[src/rtl/cfg_uart_tx_pkg.sv]
package cfg_uart_tx_pkg;
  localparam int DATA_MAX = 9;
  localparam int STOP_MAX = 2;
  localparam int REV_LEN  = 8;
  localparam int FRAME_W  = 1 + DATA_MAX + 1 + STOP_MAX;
  localparam int LEN_W    = $clog2(FRAME_W + 1);

  typedef enum logic [2:0] {
    MODE_7B = 3'b100,
    MODE_8B = 3'b101,
    MODE_9B = 3'b110
  } tx_mode_e;

  function automatic logic mode_ok(input logic [2:0] m);
    case (m)
      MODE_7B, MODE_8B, MODE_9B: mode_ok = 1'b1;
      default:                   mode_ok = 1'b0;
    endcase
  endfunction

  function automatic logic [LEN_W-1:0] data_len(input logic [2:0] m);
    case (m)
      MODE_7B: data_len = LEN_W'(7);
      MODE_8B: data_len = LEN_W'(8);
      default: data_len = LEN_W'(DATA_MAX);
    endcase
  endfunction
endpackage

[src/rtl/tx_hold_buf.sv]
module tx_hold_buf #(
  parameter int DATA_W = 9
) (
  input  logic              clk_i,
  input  logic              rst_ni,
  input  logic              wr_i,
  input  logic [DATA_W-1:0] wr_data_i,
  input  logic              take_i,
  output logic              full_o,
  output logic [DATA_W-1:0] data_o
);
  logic              full_q;
  logic [DATA_W-1:0] data_q;

  // a write in the take cycle wins: the shifter got the old word
  always_ff @(posedge clk_i or negedge rst_ni) begin
    if (!rst_ni) begin
      full_q <= 1'b0;
      data_q <= '0;
    end else if (wr_i) begin
      full_q <= 1'b1;
      data_q <= wr_data_i;
    end else if (take_i) begin
      full_q <= 1'b0;
    end
  end

  assign full_o = full_q;
  assign data_o = data_q;
endmodule

[src/rtl/tx_frame_gen.sv]
module tx_frame_gen
  import cfg_uart_tx_pkg::*;
#(
  parameter int DMAX = DATA_MAX,
  parameter int RLEN = REV_LEN,
  parameter int FW   = FRAME_W,
  parameter int LW   = LEN_W
) (
  input  logic [2:0]      mode_i,
  input  logic [DMAX-1:0] data_i,
  input  logic            par_en_i,
  input  logic            par_odd_i,
  input  logic            stop2_i,
  input  logic            msb_first_i,
  output logic [FW-1:0]   frame_o,
  output logic [LW-1:0]   len_o
);
  logic [LW-1:0]   dlen;
  logic [DMAX-1:0] masked;
  logic [DMAX-1:0] ordered;
  logic            rev_en;
  logic            par_bit;

  assign dlen   = LW'(data_len(mode_i));
  assign rev_en = msb_first_i && (mode_i == MODE_8B);

  always_comb begin
    for (int i = 0; i < DMAX; i++) begin
      masked[i] = (i < int'(dlen)) ? data_i[i] : 1'b0;
    end
  end

  for (genvar g = 0; g < DMAX; g++) begin : g_order
    if (g < RLEN) begin : g_rev
      assign ordered[g] = rev_en ? masked[RLEN-1-g] : masked[g];
    end else begin : g_fix
      assign ordered[g] = masked[g];
    end
  end

  assign par_bit = (^masked) ^ par_odd_i;

  // frame_o[0] goes out first; unused upper positions stay at stop level
  always_comb begin
    frame_o    = '1;
    frame_o[0] = 1'b0;
    for (int i = 0; i < DMAX; i++) begin
      if (i < int'(dlen)) frame_o[1+i] = ordered[i];
    end
    if (par_en_i) frame_o[int'(dlen)+1] = par_bit;
    len_o = dlen + LW'(1) + LW'(par_en_i) + (stop2_i ? LW'(STOP_MAX) : LW'(1));
  end
endmodule

[src/rtl/tx_shift_out.sv]
module tx_shift_out #(
  parameter int FW = 13,
  parameter int LW = 4
) (
  input  logic          clk_i,
  input  logic          rst_ni,
  input  logic          load_i,
  input  logic          tick_i,
  input  logic [FW-1:0] frame_i,
  input  logic [LW-1:0] len_i,
  output logic          line_o,
  output logic          busy_o,
  output logic          end_o
);
  logic [FW-1:0] sh_q;
  logic [LW-1:0] rem_q;
  logic          busy_q;
  logic          line_q;

  assign end_o = tick_i && busy_q && (rem_q == '0);

  always_ff @(posedge clk_i or negedge rst_ni) begin
    if (!rst_ni) begin
      sh_q   <= '1;
      rem_q  <= '0;
      busy_q <= 1'b0;
      line_q <= 1'b1;
    end else if (load_i) begin
      line_q <= frame_i[0];
      sh_q   <= {1'b1, frame_i[FW-1:1]};
      rem_q  <= len_i - LW'(1);
      busy_q <= 1'b1;
    end else if (tick_i && busy_q) begin
      if (rem_q == '0) begin
        busy_q <= 1'b0;
        line_q <= 1'b1;
      end else begin
        line_q <= sh_q[0];
        sh_q   <= {1'b1, sh_q[FW-1:1]};
        rem_q  <= rem_q - LW'(1);
      end
    end
  end

  assign line_o = line_q;
  assign busy_o = busy_q;
endmodule

[src/rtl/cfg_uart_tx.sv]
module cfg_uart_tx
  import cfg_uart_tx_pkg::*;
(
  input  logic                clk_i,
  input  logic                rst_ni,
  input  logic [2:0]          mode_i,
  input  logic                par_en_i,
  input  logic                par_odd_i,
  input  logic                stop2_i,
  input  logic                msb_first_i,
  input  logic                tx_en_i,
  input  logic                open_drain_i,
  input  logic                irq_sel_i,
  input  logic                wr_i,
  input  logic [DATA_MAX-1:0] wr_data_i,
  input  logic                tick_i,
  output logic                txd_o,
  output logic                txd_oe_o,
  output logic                buf_empty_o,
  output logic                sh_empty_o,
  output logic                irq_o
);
  logic                buf_full;
  logic [DATA_MAX-1:0] buf_data;
  logic [FRAME_W-1:0]  frame;
  logic [LEN_W-1:0]    frame_len;
  logic                line;
  logic                busy;
  logic                frame_end;
  logic                load;
  logic                irq_q;

  // reload on the final stop tick keeps frames back to back
  assign load = tick_i && tx_en_i && buf_full && mode_ok(mode_i) && (!busy || frame_end);

  tx_hold_buf #(.DATA_W(DATA_MAX)) u_buf (
    .clk_i     (clk_i),
    .rst_ni    (rst_ni),
    .wr_i      (wr_i),
    .wr_data_i (wr_data_i),
    .take_i    (load),
    .full_o    (buf_full),
    .data_o    (buf_data)
  );

  tx_frame_gen #(
    .DMAX (DATA_MAX),
    .RLEN (REV_LEN),
    .FW   (FRAME_W),
    .LW   (LEN_W)
  ) u_gen (
    .mode_i      (mode_i),
    .data_i      (buf_data),
    .par_en_i    (par_en_i),
    .par_odd_i   (par_odd_i),
    .stop2_i     (stop2_i),
    .msb_first_i (msb_first_i),
    .frame_o     (frame),
    .len_o       (frame_len)
  );

  tx_shift_out #(.FW(FRAME_W), .LW(LEN_W)) u_sh (
    .clk_i   (clk_i),
    .rst_ni  (rst_ni),
    .load_i  (load),
    .tick_i  (tick_i),
    .frame_i (frame),
    .len_i   (frame_len),
    .line_o  (line),
    .busy_o  (busy),
    .end_o   (frame_end)
  );

  always_ff @(posedge clk_i or negedge rst_ni) begin
    if (!rst_ni) irq_q <= 1'b0;
    else         irq_q <= irq_sel_i ? frame_end : (load && !wr_i);
  end

  assign txd_o       = line;
  assign txd_oe_o    = open_drain_i ? !line : 1'b1;
  assign buf_empty_o = !buf_full;
  assign sh_empty_o  = !busy;
  assign irq_o       = irq_q;
endmodule

[config.mk]
export PLATFORM = sky130hd
export DESIGN_NAME = cfg_uart_tx
export DESIGN_NICKNAME = d
export VERILOG_FILES = /design/src/rtl/cfg_uart_tx_pkg.sv /design/src/rtl/tx_hold_buf.sv /design/src/rtl/tx_frame_gen.sv /design/src/rtl/tx_shift_out.sv /design/src/rtl/cfg_uart_tx.sv
export SDC_FILE = /design/constraint.sdc
export NUM_CORES = 1
export LEC_CHECK = 0
export BUFFER_PORTS_ARGS = -buffer_cell sky130_fd_sc_hd__buf_2
export CORE_ASPECT_RATIO = 1.1
export CORE_UTILIZATION = 30
export CTS_BUF_LIST = sky130_fd_sc_hd__clkbuf_8
export CTS_CLUSTER_DIAMETER = 50
export DETAILED_ROUTE_END_ITERATION = 8
export MAX_ROUTING_LAYER = met4
export SETUP_SLACK_MARGIN = 0.05
export SLEW_MARGIN = 20
export SYNTH_ARGS = -nofsm -noshare
export SYNTH_HDL_FRONTEND = slang
export SYNTH_SLANG_ARGS = --single-unit
[constraint.sdc]
create_clock -name clk_i -period 2.2 [get_ports clk_i]
set_input_delay 0.22 -clock clk_i [delete_from_list [all_inputs] [get_ports clk_i]]
set_output_delay 0.22 -clock clk_i [all_outputs]
set_load 0.01 [all_outputs]
==> qor.csv, run 1 <==
stage,metric,value,unit
cells_and_area,diodes,0,
status,status,"finished, final reports clean",
place,dpl.hpwl,3.310,mm
synthesis,synthMuxAreaShare,9.994,%
cells_and_area,final_nets,268,
detailed_routing,drt_first_iter_violations,70,
synthesis,synth-simple-area-share,14.60,%
clock_network,clk_pin_slew,60,ps
cells_and_area,stdcell_count,313,
clock_network,clockBufferDepth,2,
power,p_leak,0.001047,µW
die,die_w,78.44,µm
worst_setup_path,r2r_cells,8,
grt,grt_max_degree,30,
detailed_routing,vias,1526,
grt,grt.overflow.total,0,
timing,timing.fmax,0.5032,GHz
hold_path,hp-class,in2reg,
synthesis,synthesis.instances,191,
timing,finalHoldViolations,0,
grt,grt_pass1_wl,7.231,mm
detailed_routing,wl_per_cell,13.89,µm
cells_and_area,synthToLayoutAreaGrowth,20.18,%
synthesis,synth-seq-cells,29,
hold_path,min_to,u_buf.data_o[2],
synthesis,syn_area,1928,µm²
clock_network,cts_max_level,2,
power,internal-power,1300,µW
timing,finClkSkew,4.288,ps
synthesis,synth.distinct_cells,51,
worst_setup_path,start_kind,register,
die,initial_core_util,31.13,%
power,power.density,873.4,nW/µm²
worst_setup_path,path_max_fanout,16,
job,cap_violations,0,
power,p_sw_share,35.75,%
detailed_routing,post_drt_via_cell_ratio,4.875,
synthesis,synth_edf_count,0,
timing,post-route-period-util,90.33,%
detailed_routing,routed_wirelength,4.347,mm
synthesis,synth_top_family_by_area,compound AO/OA/AOI/OAI gates,
synthesis,yosysWarnings,0,
worst_setup_path,reg2reg_slack,210,ps
die,num_rows,30,
worst_setup_path,crit_type,reg2reg,
worst_setup_path,cp.arrival,2180,ps
detailed_routing,drt_drc_violations_left,0,
hold_path,min_path_cells,2,
place,dpl.cell_count,304,
timing,tightest_slew,660.4,ps
die,core_area,6193,µm²
cells_and_area,final_layout_size_suffix_gt1_share,33.48,%
detailed_routing,antenna_left,0,
die,die_h,86.08,µm
worst_setup_path,setup.worst_path.start,u_sh.rem_q[0],
power,p_sw,723.6,µW
place,gp_congestion,0.8200,
power,pwr-share-seq,42.2,%
synthesis,postSynthAreaPerCell,10.09,µm²
timing,timing.final.crit_period,1987,ps
synthesis,ys_async_sr_fraction,100.0,%
clock_network,cts_tree,built,
power,power_frac_comb,37.5,%
synthesis,synthFlopType,dfrtp_1,
die,ioPinCount,28,
worst_setup_path,crit_path_end_kind,register,
timing,setup_viol,0,
grt,antenna_found_initial,0,
worst_setup_path,r2r-start,u_sh.rem_q[0],
synthesis,ys_seq_area_share,38.48,%
hold_path,min_from,wr_data_i[2],
detailed_routing,firstDrtPassIters,4,
grt,track_usage,14.42,%
power,ir_drop,379.8,µV
synthesis,synthXorXnorAreaFrac,6.295,%
timing,rsz0062_at_grt,no,
clock_network,clockRootBuffer,clkbuf_8,
timing,tns,0,ps
worst_setup_path,cp.required,2390,ps
timing,relSlewSlack,55.97,%
clock_network,cts-buffers-inserted,5,
synthesis,synth_compound_area_share,15.31,%
place,port_buffers,27,
grt,grt_pass1_vias,1513,
timing,slew_violations,0,
die,die-area,6752,µm²
synthesis,synth_fp_nets,227,
clock_network,clock_latency,280,ps
power,clockPowerShare,20.3,%
clock_network,cts_num_sinks,29,
synthesis,synth_adder_area_share,9.215,%
worst_setup_path,crit-reg2reg-capture,u_sh.sh_q[3],
power groups by stage:
| stage | combinational [µW] | clock [µW] | sequential [µW] |
|---|---|---|---|
| floorplan | 540 | 0 | 826 |
| global placement | 747 | 0 | 853 |
| detailed placement | 763 | 0 | 855 |
| CTS | 766 | 421 | 852 |
| global route | 853 | 442 | 869 |
| finish | 759 | 411 | 854 |
cell usage after synthesis, types with 2 or more instances:
library cell / instances / area (µm²)
o221ai_1: 4 / 35.03
xor2_1: 4 / 35.03
a211oi_1: 2 / 15.01
clkbuf_1: 4 / 15.01
o22ai_1: 4 / 25.02
dfrtp_1: 16 / 400.4
nand2b_1: 3 / 18.77
and3_1: 3 / 18.77
nand3_1: 9 / 45.04
mux2i_1: 8 / 80.08
or2_2: 2 / 12.51
fa_1: 2 / 40.04
o2111ai_1: 3 / 26.28
xnor2_1: 8 / 70.07
nand2_1: 11 / 41.29
nor2_1: 3 / 11.26
inv_1: 15 / 56.30
o211ai_1: 3 / 22.52
o21ai_0: 11 / 55.05
dfstp_2: 13 / 341.6
mux2_2: 10 / 112.6
ha_1: 11 / 137.6
a21oi_1: 9 / 45.04
a31oi_1: 2 / 12.51
buf_6: 2 / 22.52
nor3_1: 4 / 20.02
through the flow:
| stage | setup WS [ps] | instance area (µm²) | utilization (%) | total power, µW | hold WS (ps) |
|---|---|---|---|---|---|
| floorplan | 127.8 | 1928 | - | 1365 | -75.59 |
| global placement | 45.09 | 2223 | 35.90 | 1600 | 299.4 |
| detailed placement | 11.33 | 2223 | 35.90 | 1618 | 302.5 |
| CTS | 170.9 | 2313 | 37.35 | 2039 | 165.1 |
| global route | 79.48 | 2317 | 37.41 | 2164 | 160.8 |
| finish | 212.7 | 2317 | 37.41 | 2024 | 168.2 |
routing by layer:
metal	vias to the layer above	track usage [%]	wire (µm)	part of all wire (%)
li1	761	-	-	-
met1	733	17.25	2037	47
met2	28	23.68	2141	49
met3	4	2.872	108	2.5
met4	0	5.892	59	1.4
met5	-	-	0	0
sequential cells by signal, indices dropped and copies added (netlist names):
name	flops
u_sh.busy_o	1
u_buf.full_o	1
u_buf.data_o	9
u_sh.sh_q	12
irq_o	1
u_sh.rem_q	4
u_sh.line_o	1
worst max-delay path by stage:
stage | to | slack, ps
final | u_sh.sh_q[3] | 210
after detailed placement | u_sh.rem_q[2] | 10
after floorplan | u_sh.rem_q[2] | 130
after CTS | u_sh.sh_q[3] | 170
after global placement | u_sh.rem_q[2] | 50
after global routing | u_sh.sh_q[3] | 80
layout make-up:
class / count / area (µm²)
clock buffers: 5 / 68.82
clock inverters: 3 / 11.26
fillers: 625 / 3876
inverters: 16 / 60.06
multi-input cells: 137 / 1074
flip-flops and latches: 29 / 742.0
well taps: 80 / 100.1
repair buffers: 43 / 261.5
layout by cell type, fill, tap and decap left out, drive strengths merged, types with 5 or more instances in the layout:
cell type / count
buf: 42
inv: 19
dfrtp: 16
dfstp: 13
nand2: 11
o21ai: 11
ha: 11
mux2: 10
a21oi: 9
nand3: 9
xnor2: 9
mux2i: 8
clkbuf: 5
critical path: stages (launching register included):
cell and delay (ps):
dfrtp_1 380, inv_1 90, ha_1 190, nand4bb_1 180, a211oi_2 350, buf_6 220
nand3_1 110, a221oi_1 280, a211oi_1 90
cells by family after synthesis:
logic type,count (synthesis)
AND/OR/NAND/NOR,48
AO/OA/AOI/OAI,45
flip-flops,29
buffers and inverters,25
multiplexers,18
XOR/XNOR,13
adder cells (fa/ha/maj),13
what timing repair did:
item                                   in CTS  in global routing
setup endpoints to repair                   0                  1
hold buffers                                1                  0
endpoints found under the hold margin       2                  0
resized for setup                           0                  1
setup buffers                               0                  0
Note: power is estimated with default switching activity, not from simulation.
==> run 2, diff against run 1 <==
Settings changed: CELL_PAD_IN_SITES_DETAIL_PLACEMENT set to 0, CELL_PAD_IN_SITES_GLOBAL_PLACEMENT set to 1, CORE_MARGIN set to 3, CORE_UTILIZATION 30 to 46, PLACE_DENSITY_LB_ADDON set to 0.1.
==> qor.csv, run 2 (same netlist as run 1, synthesis figures left out) <==
stage,metric,value,unit,change
worst_setup_path,cp.required,2400,ps,about the same
timing,finClkSkew,7.819,ps,+3.531 ps
worst_setup_path,crit_path_end_kind,register,,
detailed_routing,post_drt_via_cell_ratio,5.374,,+10%
timing,post-route-period-util,94.19,%,+3.9 points
hold_path,hp-class,in2reg,,
clock_network,clockBufferDepth,2,,unchanged
power,p_leak,0.001022,µW,-2.4%
timing,finalHoldViolations,0,,unchanged
power,ir_drop,449.5,µV,+18%
timing,timing.final.crit_period,2072,ps,+84.96 ps
power,internal-power,1286,µW,-1.1%
timing,rsz0062_at_grt,no,,
job,cap_violations,0,,unchanged
cells_and_area,final_nets,264,,-1.5%
die,die_h,73.90,µm,-14%
timing,slew_violations,0,,unchanged
grt,grt.overflow.total,0,,unchanged
worst_setup_path,crit_type,reg2reg,,
detailed_routing,firstDrtPassIters,4,,unchanged
power,pwr-share-seq,42.2,%,about the same
place,dpl.hpwl,3.216,mm,-2.8%
clock_network,cts_num_sinks,29,,unchanged
detailed_routing,antenna_left,0,,unchanged
clock_network,cts-buffers-inserted,5,,unchanged
grt,busiest_layer,met2,,
power,p_sw_share,36.03,%,+0.27 points
cells_and_area,regMostFlops,u_sh.sh_q,,
timing,relSlewSlack,57.47,%,+1.5 points
grt,track_usage,19.16,%,+4.7 points
clock_network,clockRootBuffer,clkbuf_8,,
detailed_routing,routed_wirelength,4.158,mm,-4.3%
status,status,"finished, final reports clean",,
clock_network,clock_latency,280,ps,about the same
place,gp_congestion,0.9351,,+14%
clock_network,cts_resized,0,,unchanged
grt,met2_usage,30.16,%,+6.5 points
grt,grt_pass1_vias,1441,,-4.8%
cells_and_area,final_layout_size_suffix_gt1_share,33.62,%,+0.15 points
timing,timing.fmax,0.4826,GHz,-4.1%
cells_and_area,final_cell_mix,"buf_2, dfrtp_1, inv_1",,
worst_setup_path,start_kind,register,,
timing,tightest_slew,637.9,ps,-22.45 ps
die,initial_core_util,48.28,%,+17 points
die,num_rows,24,,-20%
worst_setup_path,path_max_fanout,23,,+7
power,totalPowerFinal,2011,µW,-0.66%
grt,antenna_found_initial,0,,unchanged
clock_network,postCtsSetupBuffers,0,,unchanged
clock_network,clk_pin_slew,70,ps,about the same
die,core_area,3994,µm²,-36%
timing,whs,166.2,ps,-2.053 ps
power,p_sw,724.4,µW,+0.11%
place,port_buffers,27,,unchanged
hold_path,min_path_cells,2,,unchanged
detailed_routing,drt_first_iter_violations,99,,+41%
worst_setup_path,reg2reg_slack,130,ps,-80 ps
grt,grt_pass1_wl,6.824,mm,-5.6%
detailed_routing,wl_per_cell,14.80,µm,+6.5%
detailed_routing,drt_drc_violations_left,0,,unchanged
grt,grt_max_degree,30,,unchanged
grt,use_met3,4.740,%,+1.9 points
die,die_w,67.73,µm,-14%
power,power_frac_comb,36.7,%,-0.8 points
timing,setup_viol,0,,unchanged
clock_network,cts_tree,built,,
die,die-area,5005,µm²,-26%
power,clockPowerShare,21.1,%,+0.8 points
worst_setup_path,r2r_cells,8,,unchanged
grt,globalRouteMet1Util,24.04,%,+6.8 points
cells_and_area,largest_reg_flops,12,,unchanged
clock_network,cts_max_level,2,,unchanged
die,ioPinCount,28,,unchanged
cells_and_area,final_common_cell,buf_2,,
cells_and_area,diodes,0,,unchanged
worst_setup_path,cp.arrival,2280,ps,+100 ps
cells_and_area,synthToLayoutAreaGrowth,17.59,%,
power,power.density,886.8,nW/µm²,+1.5%
detailed_routing,vias,1510,,-1.0%
## run 2: worst paths after layout
kind                                    start         endpoint
max in group asynchronous              rst_ni            irq_o
worst min register to register   u_sh.sh_q[2]     u_sh.sh_q[2]
min in group asynchronous              rst_ni  u_buf.data_o[6]
worst max register to register  u_sh.rem_q[0]     u_sh.sh_q[3]
worst min-delay path             wr_data_i[5]  u_buf.data_o[5]
worst max-delay path            u_sh.rem_q[0]     u_sh.sh_q[3]
## run 2: cell type report
| cell class | count | area, µm² |
|---|---|---|
| clock buffers | 5 | 68.82 |
| clock inverters | 3 | 17.52 |
| fillers | 356 | 1727 |
| inverters | 16 | 60.06 |
| multi-input cells | 137 | 1074 |
| flip-flops and latches | 29 | 742.0 |
| well taps | 52 | 65.06 |
| repair buffers | 39 | 240.2 |
## run 2: power groups by stage
| stage | clock network (µW) | registers, µW | logic (µW) |
|---|---|---|---|
| 2_1_floorplan | 0 | 826 | 540 |
| 3_3_place_gp | 0 | 849 | 719 |
| 3_5_place_dp | 0 | 859 | 735 |
| 4_1_cts | 446 | 849 | 741 |
| 5_1_grt | 462 | 871 | 814 |
| 6_report | 424 | 848 | 739 |
## run 2: routing by layer
metal	part of all wire, %	vias up
li1	-	763
met1	46	702
met2	49	39
met3	4.6	6
met4	1.3	0
met5	0	-
## run 2: what timing repair did
| action | 4_1_cts | 5_1_grt |
|---|---|---|
| hold endpoints to repair | 16 | 0 |
| setup endpoints to repair | 0 | 1 |
| hold buffers | 1 | 0 |
## run 2: worst max-delay path, stage by stage (launching register included)
cell and delay, ps:
dfrtp_1 380, inv_1 90, ha_1 210, nand4bb_1 250
a211oi_2 390, buf_12 210, nand3_1 100, a221oi_1 270
a211oi_1 90
## run 2: through the flow
step | setup WS (ps) | setup TNS [ps] | util, % | area (µm²) | cells
global route | 64.24 | 0 | 56.77 | 2267 | 281
CTS | 129.5 | 0 | 56.77 | 2267 | 281
global placement | 53.82 | 0 | 54.35 | 2171 | 272
finish | 127.8 | 0 | 56.77 | 2267 | 281
floorplan | 127.8 | 0 | - | 1928 | 191
detailed placement | -2.609 | -2.609 | 54.35 | 2171 | 272
